## config.mk

```make
export PLATFORM = sky130hd
export DESIGN_NAME = blkseq_top
export DESIGN_NICKNAME = d
export VERILOG_FILES = /design/src/rtl/blkseq_pkg.sv /design/src/rtl/blkseq_ctrl.sv /design/src/rtl/blkseq_flagcalc.sv /design/src/rtl/blkseq_datapath.sv /design/src/rtl/blkseq_top.sv
export SDC_FILE = /design/constraint.sdc
export NUM_CORES = 1
export LEC_CHECK = 0
export ABC_CLOCK_PERIOD_IN_PS = 4030
export BUFFER_PORTS_ARGS = -buffer_cell sky130_fd_sc_hd__buf_2
export CAP_MARGIN = 20
export CELL_PAD_IN_SITES_DETAIL_PLACEMENT = 1
export CELL_PAD_IN_SITES_GLOBAL_PLACEMENT = 1
export CORE_MARGIN = 10
export CORE_UTILIZATION = 38
export DETAILED_ROUTE_END_ITERATION = 10
export PLACE_DENSITY = 0.83
export REMOVE_ABC_BUFFERS = 1
export SYNTH_ARGS = -nofsm -noshare
export SYNTH_HDL_FRONTEND = slang
export SYNTH_SLANG_ARGS = --single-unit
export TNS_END_PERCENT = 5
```

## constraint.sdc

```tcl
create_clock -name clk -period 4.03 [get_ports clk]
set_input_delay 0.403 -clock clk [delete_from_list [all_inputs] [get_ports clk]]
set_output_delay 0.403 -clock clk [all_outputs]
set_load 0.03 [all_outputs]
```

## src/rtl/blkseq_pkg.sv

```systemverilog
`timescale 1ns/1ps
package blkseq_pkg;

    typedef struct packed {
        logic cmp;
        logic rpt;
        logic dec;
    } bmode_t;

    localparam int FB_S  = 7;
    localparam int FB_Z  = 6;
    localparam int FB_5  = 5;
    localparam int FB_H  = 4;
    localparam int FB_3  = 3;
    localparam int FB_PV = 2;
    localparam int FB_N  = 1;
    localparam int FB_C  = 0;

    typedef enum logic {ST_IDLE = 1'b0, ST_RUN = 1'b1} seq_state_t;

    function automatic logic [7:0] copy_flag_byte(
        input logic [7:0] fprev,
        input logic [7:0] accv,
        input logic [7:0] bval,
        input logic       more
    );
        logic [7:0] s;
        logic [7:0] f;
        s        = accv + bval;
        f        = fprev;
        f[FB_H]  = 1'b0;
        f[FB_N]  = 1'b0;
        f[FB_PV] = more;
        f[FB_5]  = s[1];
        f[FB_3]  = s[3];
        return f;
    endfunction

    function automatic logic [7:0] cmp_flag_byte(
        input logic [7:0] fprev,
        input logic [7:0] accv,
        input logic [7:0] bval,
        input logic       more
    );
        logic [7:0] d;
        logic [7:0] adj;
        logic       hb;
        logic [7:0] f;
        d        = accv - bval;
        hb       = (accv[3:0] < bval[3:0]);
        adj      = d - {7'd0, hb};
        f        = fprev;
        f[FB_S]  = d[7];
        f[FB_Z]  = (d == 8'd0);
        f[FB_H]  = hb;
        f[FB_N]  = 1'b1;
        f[FB_PV] = more;
        f[FB_5]  = adj[1];
        f[FB_3]  = adj[3];
        return f;
    endfunction

endpackage

```

## src/rtl/blkseq_ctrl.sv

```systemverilog
`timescale 1ns/1ps
module blkseq_ctrl
    import blkseq_pkg::*;
#(
    parameter int LONG_T  = 21,
    parameter int SHORT_T = 16
) (
    input  logic clk,
    input  logic rst,
    input  logic start,
    input  logic cont,
    output logic accept,
    output logic busy,
    output logic done,
    output logic ph_rd,
    output logic ph_wr,
    output logic ph_upd
);
    localparam int TW = $clog2(LONG_T + 1);
    localparam logic [TW-1:0] T_LAST_LONG  = TW'(LONG_T - 1);
    localparam logic [TW-1:0] T_LAST_SHORT = TW'(SHORT_T - 1);

    seq_state_t    st_q;
    logic [TW-1:0] tcnt_q;
    logic          done_q;
    logic          last;
    logic          run;

    assign run    = (st_q == ST_RUN);
    assign last   = run && ((tcnt_q == T_LAST_SHORT && !cont) || tcnt_q == T_LAST_LONG);
    assign accept = !run && start;
    assign busy   = run;
    assign done   = done_q;
    assign ph_rd  = run && (tcnt_q == TW'(0));
    assign ph_wr  = run && (tcnt_q == TW'(1));
    assign ph_upd = run && (tcnt_q == TW'(2));

    always_ff @(posedge clk) begin
        if (rst) begin
            st_q   <= ST_IDLE;
            tcnt_q <= '0;
            done_q <= 1'b0;
        end else begin
            done_q <= 1'b0;
            if (!run) begin
                if (start) begin
                    st_q   <= ST_RUN;
                    tcnt_q <= '0;
                end
            end else if (last) begin
                tcnt_q <= '0;
                if (!cont) begin
                    st_q   <= ST_IDLE;
                    done_q <= 1'b1;
                end
            end else begin
                tcnt_q <= tcnt_q + TW'(1);
            end
        end
    end

    // completion strobe is a single cycle and follows a busy cycle
    a_r5_done_single: assert property (@(posedge clk) disable iff (rst) done |=> !done);
    a_r5_done_after_busy: assert property (@(posedge clk) disable iff (rst) done |-> $past(run));
    // an iteration never ends before the short length
    a_r5_min_len: assert property (@(posedge clk) disable iff (rst) last |-> tcnt_q >= T_LAST_SHORT);
    // a start seen while running does not end the run
    a_r2_busy_start: assert property (@(posedge clk) disable iff (rst)
        (run && start && !last) |=> run);

endmodule

```

## src/rtl/blkseq_flagcalc.sv

```systemverilog
`timescale 1ns/1ps
module blkseq_flagcalc
    import blkseq_pkg::*;
(
    input  logic       is_cmp,
    input  logic [7:0] fprev,
    input  logic [7:0] accv,
    input  logic [7:0] bval,
    input  logic       more,
    output logic [7:0] fnext
);
    always_comb begin
        if (is_cmp) fnext = cmp_flag_byte(fprev, accv, bval, more);
        else        fnext = copy_flag_byte(fprev, accv, bval, more);
    end
endmodule

```

## src/rtl/blkseq_datapath.sv

```systemverilog
`timescale 1ns/1ps
module blkseq_datapath
    import blkseq_pkg::*;
#(
    parameter int AW = 16,
    parameter int CW = 16
) (
    input  logic          clk,
    input  logic          rst,
    input  logic          accept,
    input  logic [2:0]    mode_in,
    input  logic [7:0]    acc_in,
    input  logic [AW-1:0] src_in,
    input  logic [AW-1:0] dst_in,
    input  logic [CW-1:0] cnt_in,
    input  logic [7:0]    flags_in,
    input  logic          ph_rd,
    input  logic          ph_wr,
    input  logic          ph_upd,
    input  logic [7:0]    mem_rdata,
    output logic [AW-1:0] mem_addr,
    output logic [7:0]    mem_wdata,
    output logic          mem_we,
    output logic [AW-1:0] src_q,
    output logic [AW-1:0] dst_q,
    output logic [CW-1:0] cnt_q,
    output logic [7:0]    flags_q,
    output logic          cont
);
    bmode_t        mode_q;
    logic [7:0]    acc_q;
    logic [7:0]    bval_q;
    logic [CW-1:0] cnt_next;
    logic          more;
    logic [7:0]    flags_next;
    logic [AW-1:0] src_next;
    logic [AW-1:0] dst_next;

    function automatic logic [AW-1:0] step_ptr(input logic [AW-1:0] p, input logic dn);
        return dn ? (p - AW'(1)) : (p + AW'(1));
    endfunction

    assign cnt_next = cnt_q - CW'(1);
    assign more     = (cnt_next != '0);
    assign src_next = step_ptr(src_q, mode_q.dec);
    assign dst_next = mode_q.cmp ? dst_q : step_ptr(dst_q, mode_q.dec);
    assign cont     = mode_q.rpt && flags_q[FB_PV] && !(mode_q.cmp && flags_q[FB_Z]);

    assign mem_addr  = ph_wr ? dst_q : src_q;
    assign mem_wdata = bval_q;
    assign mem_we    = ph_wr && !mode_q.cmp;

    blkseq_flagcalc u_flag (
        .is_cmp (mode_q.cmp),
        .fprev  (flags_q),
        .accv   (acc_q),
        .bval   (bval_q),
        .more   (more),
        .fnext  (flags_next)
    );

    always_ff @(posedge clk) begin
        if (rst) begin
            mode_q  <= '0;
            acc_q   <= '0;
            bval_q  <= '0;
            src_q   <= '0;
            dst_q   <= '0;
            cnt_q   <= '0;
            flags_q <= '0;
        end else if (accept) begin
            mode_q  <= bmode_t'(mode_in);
            acc_q   <= acc_in;
            src_q   <= src_in;
            dst_q   <= dst_in;
            cnt_q   <= cnt_in;
            flags_q <= flags_in;
        end else begin
            if (ph_rd) bval_q <= mem_rdata;
            if (ph_upd) begin
                src_q   <= src_next;
                dst_q   <= dst_next;
                cnt_q   <= cnt_next;
                flags_q <= flags_next;
            end
        end
    end

    // write strobe lasts one cycle
    a_r3_we_pulse: assert property (@(posedge clk) disable iff (rst) mem_we |=> !mem_we);
    // each update lowers the count by one
    a_r3_cnt_step: assert property (@(posedge clk) disable iff (rst)
        ph_upd |=> cnt_q == $past(cnt_q) - CW'(1));
    // compare never writes and leaves the destination alone
    a_r4_no_write: assert property (@(posedge clk) disable iff (rst) mode_q.cmp |-> !mem_we);
    a_r4_dst_hold: assert property (@(posedge clk) disable iff (rst)
        (ph_upd && mode_q.cmp) |=> $stable(dst_q));
    // P/V tracks a nonzero count after every update
    a_r8_pv_count: assert property (@(posedge clk) disable iff (rst)
        ph_upd |=> flags_q[FB_PV] == (cnt_q != '0));
    // copy clears H and N
    a_r8_copy_hn: assert property (@(posedge clk) disable iff (rst)
        (ph_upd && !mode_q.cmp) |=> (!flags_q[FB_H] && !flags_q[FB_N]));
    // compare sets N and keeps C
    a_r9_cmp_nc: assert property (@(posedge clk) disable iff (rst)
        (ph_upd && mode_q.cmp) |=> (flags_q[FB_N] && flags_q[FB_C] == $past(flags_q[FB_C])));

endmodule

```

## src/rtl/blkseq_top.sv

```systemverilog
`timescale 1ns/1ps
module blkseq_top
    import blkseq_pkg::*;
#(
    parameter int AW      = 16,
    parameter int CW      = 16,
    parameter int LONG_T  = 21,
    parameter int SHORT_T = 16
) (
    input  logic          clk,
    input  logic          rst,
    input  logic          start,
    input  logic [2:0]    mode,
    input  logic [7:0]    acc_in,
    input  logic [AW-1:0] src_in,
    input  logic [AW-1:0] dst_in,
    input  logic [CW-1:0] cnt_in,
    input  logic [7:0]    flags_in,
    input  logic [7:0]    mem_rdata,
    output logic [AW-1:0] mem_addr,
    output logic [7:0]    mem_wdata,
    output logic          mem_we,
    output logic          busy,
    output logic          done,
    output logic [7:0]    flags_out,
    output logic [AW-1:0] src_out,
    output logic [AW-1:0] dst_out,
    output logic [CW-1:0] cnt_out
);
    logic accept;
    logic cont;
    logic ph_rd;
    logic ph_wr;
    logic ph_upd;

    blkseq_ctrl #(.LONG_T(LONG_T), .SHORT_T(SHORT_T)) u_ctrl (
        .clk    (clk),
        .rst    (rst),
        .start  (start),
        .cont   (cont),
        .accept (accept),
        .busy   (busy),
        .done   (done),
        .ph_rd  (ph_rd),
        .ph_wr  (ph_wr),
        .ph_upd (ph_upd)
    );

    blkseq_datapath #(.AW(AW), .CW(CW)) u_dp (
        .clk       (clk),
        .rst       (rst),
        .accept    (accept),
        .mode_in   (mode),
        .acc_in    (acc_in),
        .src_in    (src_in),
        .dst_in    (dst_in),
        .cnt_in    (cnt_in),
        .flags_in  (flags_in),
        .ph_rd     (ph_rd),
        .ph_wr     (ph_wr),
        .ph_upd    (ph_upd),
        .mem_rdata (mem_rdata),
        .mem_addr  (mem_addr),
        .mem_wdata (mem_wdata),
        .mem_we    (mem_we),
        .src_q     (src_out),
        .dst_q     (dst_out),
        .cnt_q     (cnt_out),
        .flags_q   (flags_out),
        .cont      (cont)
    );

    // idle block never writes
    a_r1_idle_quiet: assert property (@(posedge clk) disable iff (rst) !busy |-> !mem_we);

endmodule

```

==> flow_metrics.tcl <==
set metrics [dict create \
    cts_buffers 9 \
    syn-instance-count 756 \
    finish.utilization_pct 46.9 \
    drive_above_1_share_pct 23.0 \
    die_h_um 143 \
    syn_to_final_growth_pct 22.0 \
    die_area_mm2 0.0205 \
    yosysWarnings 0 \
    post-place-ws_ps 1110 \
    synthDistinctLibCells 62 \
    p_leak_nw 3.25 \
    r2r_end "u_dp.src_q[13]$_SDFFE_PP0P_" \
    cpPeakStageDelay_ps 590 \
    cts-htree-levels 3 \
    vias_per_cell 5.62 \
    dr.pass1.iters 5 \
    cp.depth 5 \
    power_density_mw_per_mm2 351 \
    timing.hold.ws_ps 280 \
    period_share_pct 74.4 \
    drtIter0Drc 261 \
    io_pins 161 \
    layout_min_cycle_time_ps 3000 \
    wire_per_inst_um 18.9 \
    track_usage_pct 19.7 \
    clock.fmax_ghz 0.334 \
    worst_path_dominant_cell_family "simple AND/OR/NAND/NOR gates" \
    path_class "flop to primary output" \
    gp_congestion 0.832 \
    fin_ws_ps 1030 \
    reg2reg_from "u_dp.mode_q[0]$_SDFFE_PP0P_" \
    yosysSeqAreaShare_pct 28.4 \
    slew_headroom_pct 34.3 \
    dr_total_vias 6139 \
    cp.arrival_ps 2590 \
    maxCapViolCount 0 \
    crit_start "u_ctrl.busy$_SDFF_PP0_" \
    start_util_pct 38.4 \
    vdd_drop_max_mv 0.183 \
    synth-seq-cells 82 \
    r2r_cells 9 \
    cts_tree "built" \
    ys_top_cells_by_area "dfxtp_1 (28%), ha_1 (9.7%), a21oi_1 (7.4%), nand2_1 (6.3%), nor2_1 (4.8%)" \
    setup_tns_ps 0 \
    clkSinkCount 82 \
    grt_pass1_wl_um 32900 \
    ctsResizeCount 0 \
    worst_pin_slew_ps 983 \
    ys.flop_type "dfxtp_1" \
    yosysMostFrequentCell "nand2_1" \
    synthTopCellsByCount "nand2_1 (97), a21oi_1 (85), dfxtp_1 (82)" \
    overflow 0 \
    rrSetupSlack_ps 1110 \
    antenna_found_initial 0 \
    synth-edff-count 0 \
    slowest_stage "nand2_1" \
    worstSkewPairLatency_ps 360 \
    setup-violations-final 0 \
    critPathCapture "mem_addr[14]" \
    nNetsFinal 1025 \
    ctsHoldBuffers 0 \
    synth_area_mm2 0.00578 \
    root_buffer "clkbuf_16" \
    cts_setup_buffers 0 \
    antenna_left 0 \
    die_w_um 143 \
    stdcell_count 1092 \
    cp-end-kind "primary output" \
    min_path_type "primary input to flop" \
    diodes 0 \
    grt_max_degree 81 \
    startpoint_type "flop" \
    drc 0 \
    required_ps 3630 \
    rows 45 \
    path_cells "nor4b_2, buf_4, nand2_1, mux2_2, buf_2" \
    synth.top_cell.area_share_pct 28.4 \
    async_flop_share_pct 0 \
    dp_cells 1076 \
    fp.coreArea_mm2 0.0150 \
    report.final.slew_viol_count 0 \
    finalHoldViolCount 0 \
    numPortBuffers 160 \
    status "finished clean" \
    clk_path_buf_depth 2 \
    synth.avg_cell_area_um2 7.64 \
    cp_max_fo 19 \
    hpwl_um 15200 \
    rsz0062_at_grt "false" \
    fin_worst_skew_ps 14.5 \
    path_clk_slew_ps 70 \
    grt_pass1_vias 6327 \
    synth_top_area_cell "dfxtp_1" \
    crit_buf_inv 2 \
    wirelength_um 20600 \
]
-- sequential cells by signal, indices dropped and copies added (netlist names) --
signal          cells
u_ctrl.busy         1
u_ctrl.done         1
u_ctrl.tcnt_q       5
u_dp.acc_q          8
u_dp.cnt_q         16
u_dp.dst_q         16
u_dp.flags_q        8
u_dp.mem_wdata      8
u_dp.mode_q         3
u_dp.src_q         16
-- report_power, final --
group / switching (mW) / internal (mW)
registers: 0.0688 / 0.863
clock network: 0.366 / 0.479
logic: 0.435 / 0.259
total: 0.870 / 1.60
-- cells in the final DEF (no fill, tap or decap), drive strengths merged, types with 10 or more instances in the layout --
cell type  count
buf          170
nand2         97
a21oi         85
dfxtp         82
nor2          74
o21ai         46
ha            45
inv           25
nor3          23
xnor2         19
nand3         17
mux2          14
and3          12
a211oi        12
xor2          12
o211ai        11
nor2b         11
a31oi         10
-- how the worst min path moves through the flow --
stage / slack [ps] / startpoint / end / cells past startpoint
floorplan: 430 / u_dp.mode_q[1]$_SDFFE_PP0P_ / u_dp.mode_q[1]$_SDFFE_PP0P_ / 2
global placement: 440 / u_dp.flags_q[0]$_SDFFE_PP0P_ / u_dp.flags_q[0]$_SDFFE_PP0P_ / 2
detailed placement: 450 / u_dp.mode_q[1]$_SDFFE_PP0P_ / u_dp.mode_q[1]$_SDFFE_PP0P_ / 2
CTS: 280 / acc_in[5] / u_dp.acc_q[5]$_SDFFE_PP0P_ / 3
global route: 290 / src_in[7] / u_dp.src_q[7]$_SDFFE_PP0P_ / 2
finish: 280 / acc_in[5] / u_dp.acc_q[5]$_SDFFE_PP0P_ / 3
-- layer usage --
| layer | track usage, % | vias to the layer above | part of all wire (%) |
|---|---|---|---|
| met5 | 0 | - | 0 |
| met4 | 7.04 | 0 | 2.0 |
| met3 | 4.06 | 21 | 4.9 |
| met2 | 32.7 | 143 | 47 |
| met1 | 24.8 | 2940 | 46 |
| li1 | - | 3035 | - |
-- tightest hold or removal path, stage by stage --
cell,delay (ps)
buf_2,90
nand2_1,40
a21oi_1,50
-- cell type report --
| class | count | area, um^2 |
|---|---|---|
| Tap cell | 188 | 235 |
| Multi-Input combinational cell | 612 | 3910 |
| Clock inverter | 7 | 68.8 |
| Clock buffer | 9 | 225 |
| Fill cell | 1927 | 7990 |
| Timing Repair Buffer | 170 | 876 |
| Sequential cell | 82 | 1640 |
| Inverter | 24 | 90.1 |
-- through the flow --
step,total power [mW],instance area (um^2)
2_1_floorplan,1.41,5630
4_1_cts,2.49,7050
5_1_grt,2.60,7050
6_report,2.47,7050
3_3_place_gp,1.63,6750
3_5_place_dp,1.64,6750
-- cell families (layout without fill, tap and decap cells) --
logic type	Yosys count	after routing	synth area share, %
mux	20	20	3.77
compound gates	232	232	25.2
flops	82	82	28.4
simple gates	281	281	22.9
buf+inv	62	210	4.18
xor+xnor	31	31	4.70
fa+ha+maj	48	48	10.8
No activity file was read; power rests on OpenSTA's default activity.
